## src/rtl/fic_pkg.sv

```systemverilog
package fic_pkg;

  localparam int unsigned INSTR_BITS = 8;
  localparam int unsigned LANES      = 4;

  typedef enum logic [2:0] {
    PH_STANDBY = 3'd0,
    PH_INSTR   = 3'd1,
    PH_INPUT   = 3'd2,
    PH_LATENCY = 3'd3,
    PH_OUTPUT  = 3'd4,
    PH_HOLD    = 3'd5
  } phase_e;

  typedef enum logic [2:0] {
    OC_SOLO,
    OC_INPUT,
    OC_LATENCY,
    OC_OUTPUT,
    OC_UNKNOWN
  } op_class_e;

  // Opcode table: what follows the instruction byte.
  function automatic op_class_e classify(input logic [INSTR_BITS-1:0] op);
    case (op)
      8'h06, 8'h04, 8'hB9, 8'hAB, 8'h60:        classify = OC_SOLO;
      8'h03, 8'h0B, 8'h02, 8'h01, 8'h71, 8'hD8: classify = OC_INPUT;
      8'h5A:                                    classify = OC_LATENCY;
      8'h05, 8'h07, 8'h35, 8'h9F:               classify = OC_OUTPUT;
      default:                                  classify = OC_UNKNOWN;
    endcase
  endfunction

  function automatic phase_e phase_of(input op_class_e c);
    case (c)
      OC_INPUT:   phase_of = PH_INPUT;
      OC_LATENCY: phase_of = PH_LATENCY;
      OC_OUTPUT:  phase_of = PH_OUTPUT;
      default:    phase_of = PH_HOLD;
    endcase
  endfunction

  // Register-write opcodes are the only ones that look at write protect.
  function automatic logic takes_wp(input logic [INSTR_BITS-1:0] op);
    takes_wp = (op == 8'h01) || (op == 8'h71);
  endfunction

  function automatic logic [LANES-1:0] oe_pattern(input logic quad);
    oe_pattern = quad ? {LANES{1'b1}} : LANES'(2);
  endfunction

endpackage

```

## src/rtl/fic_pin_sampler.sv

```systemverilog
module fic_pin_sampler #(
  parameter int unsigned LANES = 4
) (
  input  logic             clk,
  input  logic             rst_n,
  input  logic             sck,
  input  logic             cs_n,
  input  logic [LANES-1:0] io_in,
  input  logic             wp_n,
  output logic             sck_rise,
  output logic             cs_fall,
  output logic             cs_rise,
  output logic             cs_high,
  output logic [LANES-1:0] io_s,
  output logic             wp_s
);

  logic sck_s, sck_q, cs_s, cs_q;

  always_ff @(posedge clk or negedge rst_n) begin
    if (!rst_n) begin
      sck_s <= 1'b0;
      sck_q <= 1'b0;
      cs_s  <= 1'b1;
      cs_q  <= 1'b1;
      io_s  <= '0;
      wp_s  <= 1'b1;
    end else begin
      sck_s <= sck;
      sck_q <= sck_s;
      cs_s  <= cs_n;
      cs_q  <= cs_s;
      io_s  <= io_in;
      wp_s  <= wp_n;
    end
  end

  // An SCK edge counts only when chip select is seen low in the same sample.
  assign sck_rise = sck_s & ~sck_q & ~cs_s;
  assign cs_fall  = ~cs_s & cs_q;
  assign cs_rise  = cs_s & ~cs_q;
  assign cs_high  = cs_s;

endmodule

```

## src/rtl/fic_instr_shifter.sv

```systemverilog
module fic_instr_shifter #(
  parameter int unsigned INSTR_BITS = 8,
  parameter int unsigned LANES      = 4,
  localparam int unsigned CNT_W     = $clog2(INSTR_BITS + 1)
) (
  input  logic                  clk,
  input  logic                  rst_n,
  input  logic                  cs_fall,
  input  logic                  cs_high,
  input  logic                  sck_rise,
  input  logic                  capture_en,
  input  logic                  quad,
  input  logic [LANES-1:0]      io_s,
  output logic                  byte_done,
  output logic [INSTR_BITS-1:0] byte_val
);

  logic [INSTR_BITS-1:0] sh_q;
  logic [CNT_W-1:0]      cnt_q, step, cnt_nxt;
  logic                  take;

  assign take     = sck_rise & capture_en;
  assign step     = quad ? CNT_W'(LANES) : CNT_W'(1);
  assign cnt_nxt  = cnt_q + step;
  // MSB first in both widths; in quad the top lane is the nibble MSB.
  assign byte_val = quad ? {sh_q[INSTR_BITS-LANES-1:0], io_s}
                         : {sh_q[INSTR_BITS-2:0], io_s[0]};
  assign byte_done = take & (cnt_nxt == CNT_W'(INSTR_BITS));

  always_ff @(posedge clk or negedge rst_n) begin
    if (!rst_n) begin
      sh_q  <= '0;
      cnt_q <= '0;
    end else if (cs_fall) begin
      sh_q  <= '0;
      cnt_q <= '0;
    end else if (take) begin
      sh_q  <= byte_val;
      cnt_q <= cnt_nxt;
    end
  end

  AST_QUAD_NIBBLE_ALIGN: assert property (@(posedge clk) disable iff (!rst_n)
    (take && quad) |=> ((cnt_q % CNT_W'(LANES)) == '0));
  AST_DESELECT_FREEZE: assert property (@(posedge clk) disable iff (!rst_n)
    cs_high |=> $stable(sh_q));

endmodule

```

## src/rtl/fic_phase_ctrl.sv

```systemverilog
module fic_phase_ctrl
  import fic_pkg::*;
#(
  parameter int unsigned INSTR_BITS = 8,
  parameter int unsigned LANES      = 4
) (
  input  logic                  clk,
  input  logic                  rst_n,
  input  logic                  cs_fall,
  input  logic                  cs_rise,
  input  logic                  cs_high,
  input  logic                  sck_rise,
  input  logic                  byte_done,
  input  logic [INSTR_BITS-1:0] byte_val,
  input  logic                  wp_s,
  input  logic                  qpi_cfg,
  output phase_e                phase_q,
  output logic                  quad_q,
  output logic                  capture_en,
  output logic                  instr_done,
  output logic [INSTR_BITS-1:0] instr_code,
  output logic                  wp_valid,
  output logic                  wp_level,
  output logic                  cmd_commit,
  output logic [LANES-1:0]      io_oe
);

  logic      solo_ok_q;
  op_class_e cls;

  assign cls        = classify(byte_val);
  assign capture_en = (phase_q == PH_INSTR);
  assign io_oe      = (phase_q == PH_OUTPUT) ? oe_pattern(quad_q) : '0;

  always_ff @(posedge clk or negedge rst_n) begin
    if (!rst_n) begin
      phase_q    <= PH_STANDBY;
      quad_q     <= 1'b0;
      solo_ok_q  <= 1'b0;
      instr_done <= 1'b0;
      instr_code <= '0;
      wp_valid   <= 1'b0;
      wp_level   <= 1'b1;
      cmd_commit <= 1'b0;
    end else begin
      instr_done <= 1'b0;
      wp_valid   <= 1'b0;
      cmd_commit <= 1'b0;
      if (cs_high) begin
        cmd_commit <= cs_rise && (phase_q == PH_HOLD) && solo_ok_q;
        phase_q    <= PH_STANDBY;
        solo_ok_q  <= 1'b0;
      end else begin
        case (phase_q)
          PH_STANDBY: if (cs_fall) begin
            phase_q <= PH_INSTR;
            quad_q  <= qpi_cfg;
          end
          PH_INSTR: if (byte_done) begin
            phase_q    <= phase_of(cls);
            instr_done <= 1'b1;
            instr_code <= byte_val;
            solo_ok_q  <= (cls == OC_SOLO);
            wp_valid   <= takes_wp(byte_val);
            wp_level   <= wp_s;
          end
          PH_HOLD: if (sck_rise) solo_ok_q <= 1'b0;
          default: ;
        endcase
      end
    end
  end

  AST_DONE_FROM_CAPTURE: assert property (@(posedge clk) disable iff (!rst_n)
    instr_done |-> ($past(phase_q) == PH_INSTR));
  AST_COMMIT_FROM_HOLD: assert property (@(posedge clk) disable iff (!rst_n)
    cmd_commit |-> ($past(phase_q) == PH_HOLD) && (phase_q == PH_STANDBY));
  AST_ONE_EVENT: assert property (@(posedge clk) disable iff (!rst_n)
    $onehot0({instr_done, cmd_commit}));
  AST_DESELECT_IDLE: assert property (@(posedge clk) disable iff (!rst_n)
    cs_high |=> (phase_q == PH_STANDBY));
  AST_WP_ONLY_REGWRITE: assert property (@(posedge clk) disable iff (!rst_n)
    wp_valid |-> instr_done && ((instr_code == 8'h01) || (instr_code == 8'h71)));
  AST_QUIET_HOST_PHASES: assert property (@(posedge clk) disable iff (!rst_n)
    (phase_q inside {PH_STANDBY, PH_INSTR, PH_INPUT, PH_LATENCY, PH_HOLD}) |-> (io_oe == '0));

endmodule

```

## src/rtl/flash_cmd_frontend.sv

```systemverilog
module flash_cmd_frontend
  import fic_pkg::*;
#(
  parameter int unsigned INSTR_W = fic_pkg::INSTR_BITS,
  parameter int unsigned IO_W    = fic_pkg::LANES
) (
  input  logic               clk,
  input  logic               rst_n,
  input  logic               sck,
  input  logic               cs_n,
  input  logic [IO_W-1:0]    io_in,
  input  logic               wp_n,
  input  logic               qpi_cfg,
  output logic [IO_W-1:0]    io_oe,
  output logic [2:0]         phase,
  output logic               quad_mode,
  output logic               instr_done,
  output logic [INSTR_W-1:0] instr_code,
  output logic               wp_valid,
  output logic               wp_level,
  output logic               cmd_commit
);

  // Named internal events, visible to assertions.
  logic              ev_sck_rise, ev_cs_fall, ev_cs_rise, ev_cs_high;
  logic [IO_W-1:0]   io_s;
  logic              wp_s;
  logic              capture_en, byte_done;
  logic [INSTR_W-1:0] byte_val;
  phase_e            phase_q;

  fic_pin_sampler #(.LANES(IO_W)) u_sampler (
    .clk(clk), .rst_n(rst_n), .sck(sck), .cs_n(cs_n), .io_in(io_in), .wp_n(wp_n),
    .sck_rise(ev_sck_rise), .cs_fall(ev_cs_fall), .cs_rise(ev_cs_rise),
    .cs_high(ev_cs_high), .io_s(io_s), .wp_s(wp_s)
  );

  fic_instr_shifter #(.INSTR_BITS(INSTR_W), .LANES(IO_W)) u_shifter (
    .clk(clk), .rst_n(rst_n), .cs_fall(ev_cs_fall), .cs_high(ev_cs_high),
    .sck_rise(ev_sck_rise), .capture_en(capture_en), .quad(quad_mode),
    .io_s(io_s), .byte_done(byte_done), .byte_val(byte_val)
  );

  fic_phase_ctrl #(.INSTR_BITS(INSTR_W), .LANES(IO_W)) u_ctrl (
    .clk(clk), .rst_n(rst_n), .cs_fall(ev_cs_fall), .cs_rise(ev_cs_rise),
    .cs_high(ev_cs_high), .sck_rise(ev_sck_rise), .byte_done(byte_done),
    .byte_val(byte_val), .wp_s(wp_s), .qpi_cfg(qpi_cfg), .phase_q(phase_q),
    .quad_q(quad_mode), .capture_en(capture_en), .instr_done(instr_done),
    .instr_code(instr_code), .wp_valid(wp_valid), .wp_level(wp_level),
    .cmd_commit(cmd_commit), .io_oe(io_oe)
  );

  assign phase = phase_q;

  AST_NO_DONE_WHILE_DESELECTED: assert property (@(posedge clk) disable iff (!rst_n)
    ev_cs_high |=> !instr_done);
  AST_RESET_QUIET: assert property (@(posedge clk) $rose(rst_n) |-> (phase == 3'd0) && (io_oe == '0));

endmodule

```

## config.mk

```make
export PLATFORM = sky130hd
export DESIGN_NAME = flash_cmd_frontend
export DESIGN_NICKNAME = d
export VERILOG_FILES = /design/src/rtl/fic_pkg.sv /design/src/rtl/fic_pin_sampler.sv /design/src/rtl/fic_instr_shifter.sv /design/src/rtl/fic_phase_ctrl.sv /design/src/rtl/flash_cmd_frontend.sv
export SDC_FILE = /design/constraint.sdc
export NUM_CORES = 1
export LEC_CHECK = 0
export BUFFER_PORTS_ARGS = -buffer_cell sky130_fd_sc_hd__buf_2
export CORE_UTILIZATION = 55
export CTS_BUF_LIST = sky130_fd_sc_hd__clkbuf_8
export CTS_CLUSTER_SIZE = 40
export DETAILED_ROUTE_END_ITERATION = 12
export PLACE_DENSITY = 0.88
export SLEW_MARGIN = 30
export SYNTH_ARGS = -nofsm -noshare
export SYNTH_HDL_FRONTEND = slang
export SYNTH_HIERARCHICAL = 1
export SYNTH_SLANG_ARGS = --single-unit
```

## constraint.sdc

```tcl
create_clock -name clk -period 2.9 [get_ports clk]
set_input_delay 0.29 -clock clk [delete_from_list [all_inputs] [get_ports clk]]
set_output_delay 0.29 -clock clk [all_outputs]
set_load 0.01 [all_outputs]
```

Word-level counts from Yosys, hierarchy flattened
Index checks and enable logic that the tools add are counted.
- register bits: 37
- bits in writable memories: 0
- memories: 0
- bits in latches: 0
- output and inout port bits: 20
- bits in read-only memories: 0
- input bits: 10
- multiplexer cells: 25
- equality and inequality tests: 26
- shifts and indexed selects: 0
- $lt $le $gt $ge: 0
- $add $sub $neg: 1
- reduce and logical (&&, ||, !) cells: 15
- multipliers: 0
- bitwise logic cells: 9
- div/mod/pow operators: 0
- operator list (operator ; number):
    equality test 8 x 3 -> 1 bit (second input constant) ; 4
    equality test 8 bit (second input constant) ; 4
    equality test 8 x 7 -> 1 bit (second input constant) ; 3
    equality test 8 x 2 -> 1 bit (second input constant) ; 2
    two-way mux 4 bit ; 4
    two-way mux 7 bit ; 2
    two-way mux 3 bit ; 4
    case mux 3 bit (4 select lines) ; 1
    AND reduction 3 bit ; 4
    two-way mux 1 bit ; 10
    inequality test 3 bit (second input constant) ; 3
    case mux 3 bit (3 select lines) ; 1
    equality test 8 x 1 -> 1 bit (second input constant) ; 1
    equality test 8 x 4 -> 1 bit (second input constant) ; 1
    equality test 8 x 6 -> 1 bit (second input constant) ; 1
    two-way mux 8 bit ; 1
    bitwise AND 1 bit ; 6
    equality test 3 x 1 -> 1 bit (second input constant) ; 2
    equality test 3 x 2 -> 1 bit (second input constant) ; 2
    equality test 3 bit (second input constant) ; 2
    zero test 3 bit ; 2
    case mux 3 bit (2 select lines) ; 1
    nonzero test 3 bit ; 2
    OR reduction 6 bit ; 1
    9 further kinds ; 12

Depth between registers and ports, before layout
- word-level depth: 9
- mapped depth: 11
- mapped depth without buffers: 10

Modules after synthesis
The synthesis kept the hierarchy.
- modules (own cells, without submodules) (module ; times used ; cells each ; seq. area each (sq um) ; area an instance (sq um)):
    fic_phase_ctrl ; 1 ; 88 ; 426.7 ; 963.4
    fic_instr_shifter ; 1 ; 66 ; 275.3 ; 643.1
    fic_pin_sampler ; 1 ; 12 ; 229.0 ; 256.5

Worst setup path before layout
Ideal clock, no wire load.
- path type: register to register
- from: register u_ctrl.quad_q
- to: register u_ctrl.instr_code[0]
- required time: 2.775 ns
- stages on the path, launching flop included: 12
- buffers on the path: 2
- arrival: 2.303 ns
- setup slack: 0.472 ns
- library setup time: 0.125 ns
- cell sequence: dfrtp_1 buf_4 inv_1 ha_1 ha_1 xnor2_1 nand2_1 nor4_1 nor3b_2 nand2b_1 buf_4 mux2_2
- word-level cells in the longest chain between the ends: 5
- RTL lines (item ; line ; source):
    from (decl) ; fic_phase_ctrl.sv:18 ; output logic quad_q,
    from (signal assigned) ; fic_phase_ctrl.sv:57 ; quad_q <= qpi_cfg;
    two-way mux 3 bit ; fic_instr_shifter.sv:23 ; assign step = quad ? CNT_W'(LANES) : CNT_W'(1);
    adder 4 bit ; fic_instr_shifter.sv:24 ; assign cnt_nxt = cnt_q + step;
    equality test 4 bit ; fic_instr_shifter.sv:28 ; assign byte_done = take & (cnt_nxt == CNT_W'(INSTR_BITS));
    bitwise AND 1 bit ; fic_instr_shifter.sv:28 ;
    named net byte_done ; flash_cmd_frontend.sv:28 ; logic capture_en, byte_done;
    AND reduction 3 bit (no source line) ; - ;
    to (signal assigned) ; fic_phase_ctrl.sv:62 ; instr_code <= byte_val;
    to (decl) ; fic_phase_ctrl.sv:21 ; output logic [INSTR_BITS-1:0] instr_code,
The timed path passes the listed nets, and every way through them passes these cells.
A chain may end at the register's enable or synchronous reset.

Worst setup path after layout
- from: register u_ctrl.quad_q
- to: register u_ctrl.wp_level
- word-level cells in the longest chain between the ends: 5
- RTL lines (item ; line ; source):
    two-way mux 3 bit ; fic_instr_shifter.sv:23 ;
    adder 4 bit ; fic_instr_shifter.sv:24 ;
    equality test 4 bit ; fic_instr_shifter.sv:28 ;
    bitwise AND 1 bit ; fic_instr_shifter.sv:28 ;
    named net byte_done ; flash_cmd_frontend.sv:28 ;
    AND reduction 3 bit (no source line) ; - ;
    to (signal assigned) ; fic_phase_ctrl.sv:65 ; wp_level <= wp_s;
    to (decl) ; fic_phase_ctrl.sv:23 ; output logic wp_level,
The timed path passes the listed nets, and every way through them passes these cells.

==> results.json <==
{
  "fin_hold_ws_ns": 0.0730,
  "final-seq-area_um2": 931,
  "worstPathArrival_ns": 2.93,
  "startpoint_type": "flip-flop",
  "rsz0062_at_grt": "false",
  "synth_warnings": 6,
  "clk_pin_slew_ns": 0.07,
  "reg2reg_depth": 10,
  "clock_path_buffers": 2,
  "powerDensity_nw_per_um2": 521,
  "fill_cells": 233,
  "dp_hpwl_um": 2480,
  "timing_worst_setup_path_type": "reg -> reg",
  "pre_cts_slack_ns": 0.0800,
  "final_max_slew_viol_count": 0,
  "ys_async_sr_fraction_pct": 100,
  "period_needed_ns": 2.71,
  "finalSetupViolCount": 0,
  "synth_cell_types": 46,
  "p_leak_nw": 1.02,
  "tns_ns": 0,
  "row_count": 20,
  "dr.pass1.iters": 4,
  "synth_common_cells": "33 x dfrtp_1, 23 x nor2_1, 11 x mux2_2, 9 x nand2_1, 8 x nor3_1",
  "yosysSeqAreaShare_pct": 50.0,
  "core_um2": 3130,
  "hold_path.class": "in -> async",
  "fin_util_pct": 66.6,
  "root_buffer": "clkbuf_8",
  "grtUsageTotal_pct": 23.4,
  "drive_above_1_share_pct": 35.8,
  "antenna_found_initial": 0,
  "ys_seq_elements": 37,
  "dpl.cell_count": 229,
  "status": "finished, final reports clean",
  "slowest_stage": "dfrtp_1",
  "vias": 1341,
  "synth_area_leaders": "dfrtp_1 44%, mux2_2 6.6%, dfstp_2 5.6%, mux2_4 4.8%, nor2_1 4.6%",
  "drt.antenna.violating_nets": 0,
  "nNetsFinal": 205,
  "worstPathCellList": "inv_1 > ha_1 > ha_1 > xnor2_1 > nand2_1 > nor4_1 > nor3b_2 > nand2b_2 > inv_1 > mux2_2",
  "stdcell_count": 237,
  "die-area_um2": 3620,
  "gp_routability_congestion": 0.801,
  "clock_latency_ns": 0.29,
  "finClkSkew_ns": 0.00785,
  "cts_made_buffers": 5,
  "initialDrtViolationCount": 80,
  "yosysMostFrequentCell": "dfrtp_1",
  "grt_max_degree": 38,
  "max-vdd-ir-drop_mv": 0.343,
  "max_cap_viol_count": 0,
  "area_growth_pct": 11.8,
  "initial_core_util_pct": 59.6,
  "wl_um": 3510,
  "syn_avg_cell_area_um2": 11.2,
  "numPortBuffers": 29,
  "synth_edf_count": 0,
  "syn_inst": 166,
  "fmax_ghz": 0.369,
  "critPathCaptureType": "flip-flop",
  "hold_violations": 0,
  "synth_top_area_share_pct": 44.3,
  "grt_pass1_vias": 1313,
  "min_period_over_period_pct": 93.5,
  "ctsHoldBuffers": 0,
  "cts_htree_levels": 2,
  "die_h_um": 60.2,
  "synth_top_area_cell": "dfrtp_1",
  "wl_per_cell_um": 14.8,
  "io_pins": 30,
  "via_per_inst": 5.66,
  "synth.net_count": 179,
  "netlist_area_um2": 1860,
  "critPathRequiredTime_ns": 3.12,
  "multi_input_area_um2": 828,
  "grt_pass1_wl_um": 5960,
  "slew_headroom_pct": 48.0,
  "die_w_um": 60.2,
  "cts_tree": "yes",
  "antenna_cells": 0,
  "grt.overflow.total": 0,
  "worst_slack_ns": 0.188,
  "clock-sinks": 37,
  "critical_path.max_stage_delay_ns": 0.44,
  "synth-main-ff-cell": "dfrtp_1",
  "route.detailed.drc": 0,
  "cp_max_fo": 11,
  "worst_slew_pin_slew_ns": 0.781
}
==> repair_timing <==
action | 4_1_cts | 5_1_grt
resized for setup | 0 | 1
setup endpoints to repair | 0 | 2
endpoints found under the hold margin | 0 | 0
buffers inserted | 0 | 0
==> path summary, 6_finish.rpt <==
kind | startpoint | to | slack, ns
hold reg to reg | u_sampler/sck_s | u_sampler/sck_q | 0.37
hold / removal | rst_n | u_ctrl/instr_code[6] | 0.07
max in group asynchronous | rst_n | u_shifter/cnt_q[0] | 2.33
min in group clk | cs_n | u_sampler/cs_high | 0.10
setup reg to reg | u_ctrl/quad_q | u_ctrl/wp_level | 0.19
setup / recovery | u_ctrl/quad_q | u_ctrl/wp_level | 0.19
==> layout by cell type (no fill, tap or decap), types with 5 or more instances in the layout <==
cell type,Yosys,final
dfrtp_1,33,33
nor3_1,8,8
mux2_4,6,6
buf_2,4,29
nor2_1,23,23
mux2_2,11,11
nand2_1,9,9
inv_1,3,5
clkbuf_8,0,6
==> where the power goes <==
part / internal [mW] / switching, mW / leakage, nW / total (mW)
clock network: 0.186 / 0.166 / 0.0538 / 0.352
registers: 0.536 / 0.0186 / 0.484 / 0.555
logic: 0.0774 / 0.102 / 0.484 / 0.179
==> metrics by stage <==
step	total power [mW]	instance area [µm²]
after global placement	0.731	1990
after CTS	1.10	2080
final	1.09	2080
after global routing	1.14	2080
after floorplan	0.699	1860
after detailed placement	0.742	1990
==> worst max-delay path, delay by kind of cell (launching register included) <==
kind / cells / cell delay [ns]
XOR/XNOR: 1 / 0.22
adder cells (fa/ha/maj): 2 / 0.41
buffers and inverters: 2 / 0.22
flip-flops: 1 / 0.44
multiplexers: 1 / 0.34
AND/OR/NAND/NOR: 4 / 1.00
==> sequential cells by signal, indices dropped and copies added (netlist names) <==
name	flops
u_sampler/cs_q	1
u_ctrl/instr_code	8
u_ctrl/phase_q	3
u_sampler/sck_q	1
u_shifter/sh_q	7
u_ctrl/solo_ok_q	1
u_ctrl/wp_valid	1
u_ctrl/instr_done	1
u_ctrl/quad_q	1
u_shifter/cnt_q	4
u_sampler/wp_s	1
u_sampler/cs_high	1
u_ctrl/wp_level	1
u_sampler/sck_s	1
u_sampler/io_s	4
u_ctrl/cmd_commit	1
==> kinds of logic after synthesis <==
kind of cell             after synthesis  synth area share (%)
XOR/XNOR                               3                  1.41
flip-flops                            37                  50.0
multiplexers                          18                  12.0
AND/OR/NAND/NOR                       73                  23.2
adder cells (fa/ha/maj)                3                  2.01
AO/OA/AOI/OAI                         16                  5.64
buffers and inverters                 16                  5.71
==> area by class of cell <==
| type | instances | share of cell area [%] |
|---|---|---|
| flip-flops and latches | 37 | 44.7 |
| clock inverters | 2 | 0.360 |
| multi-input cells | 113 | 39.8 |
| repair buffers | 32 | 8.05 |
| inverters | 3 | 0.541 |
| clock buffers | 6 | 3.96 |
| well taps | 44 | 2.64 |
==> routing by layer <==
layer,vias up,track usage [%],wire (µm)
li1,636,-,-
met1,663,27.0,1520
met2,36,37.7,1760
met3,6,8.66,164
met4,0,12.3,63
met5,-,0,0
(Power assumes the default switching activity.)
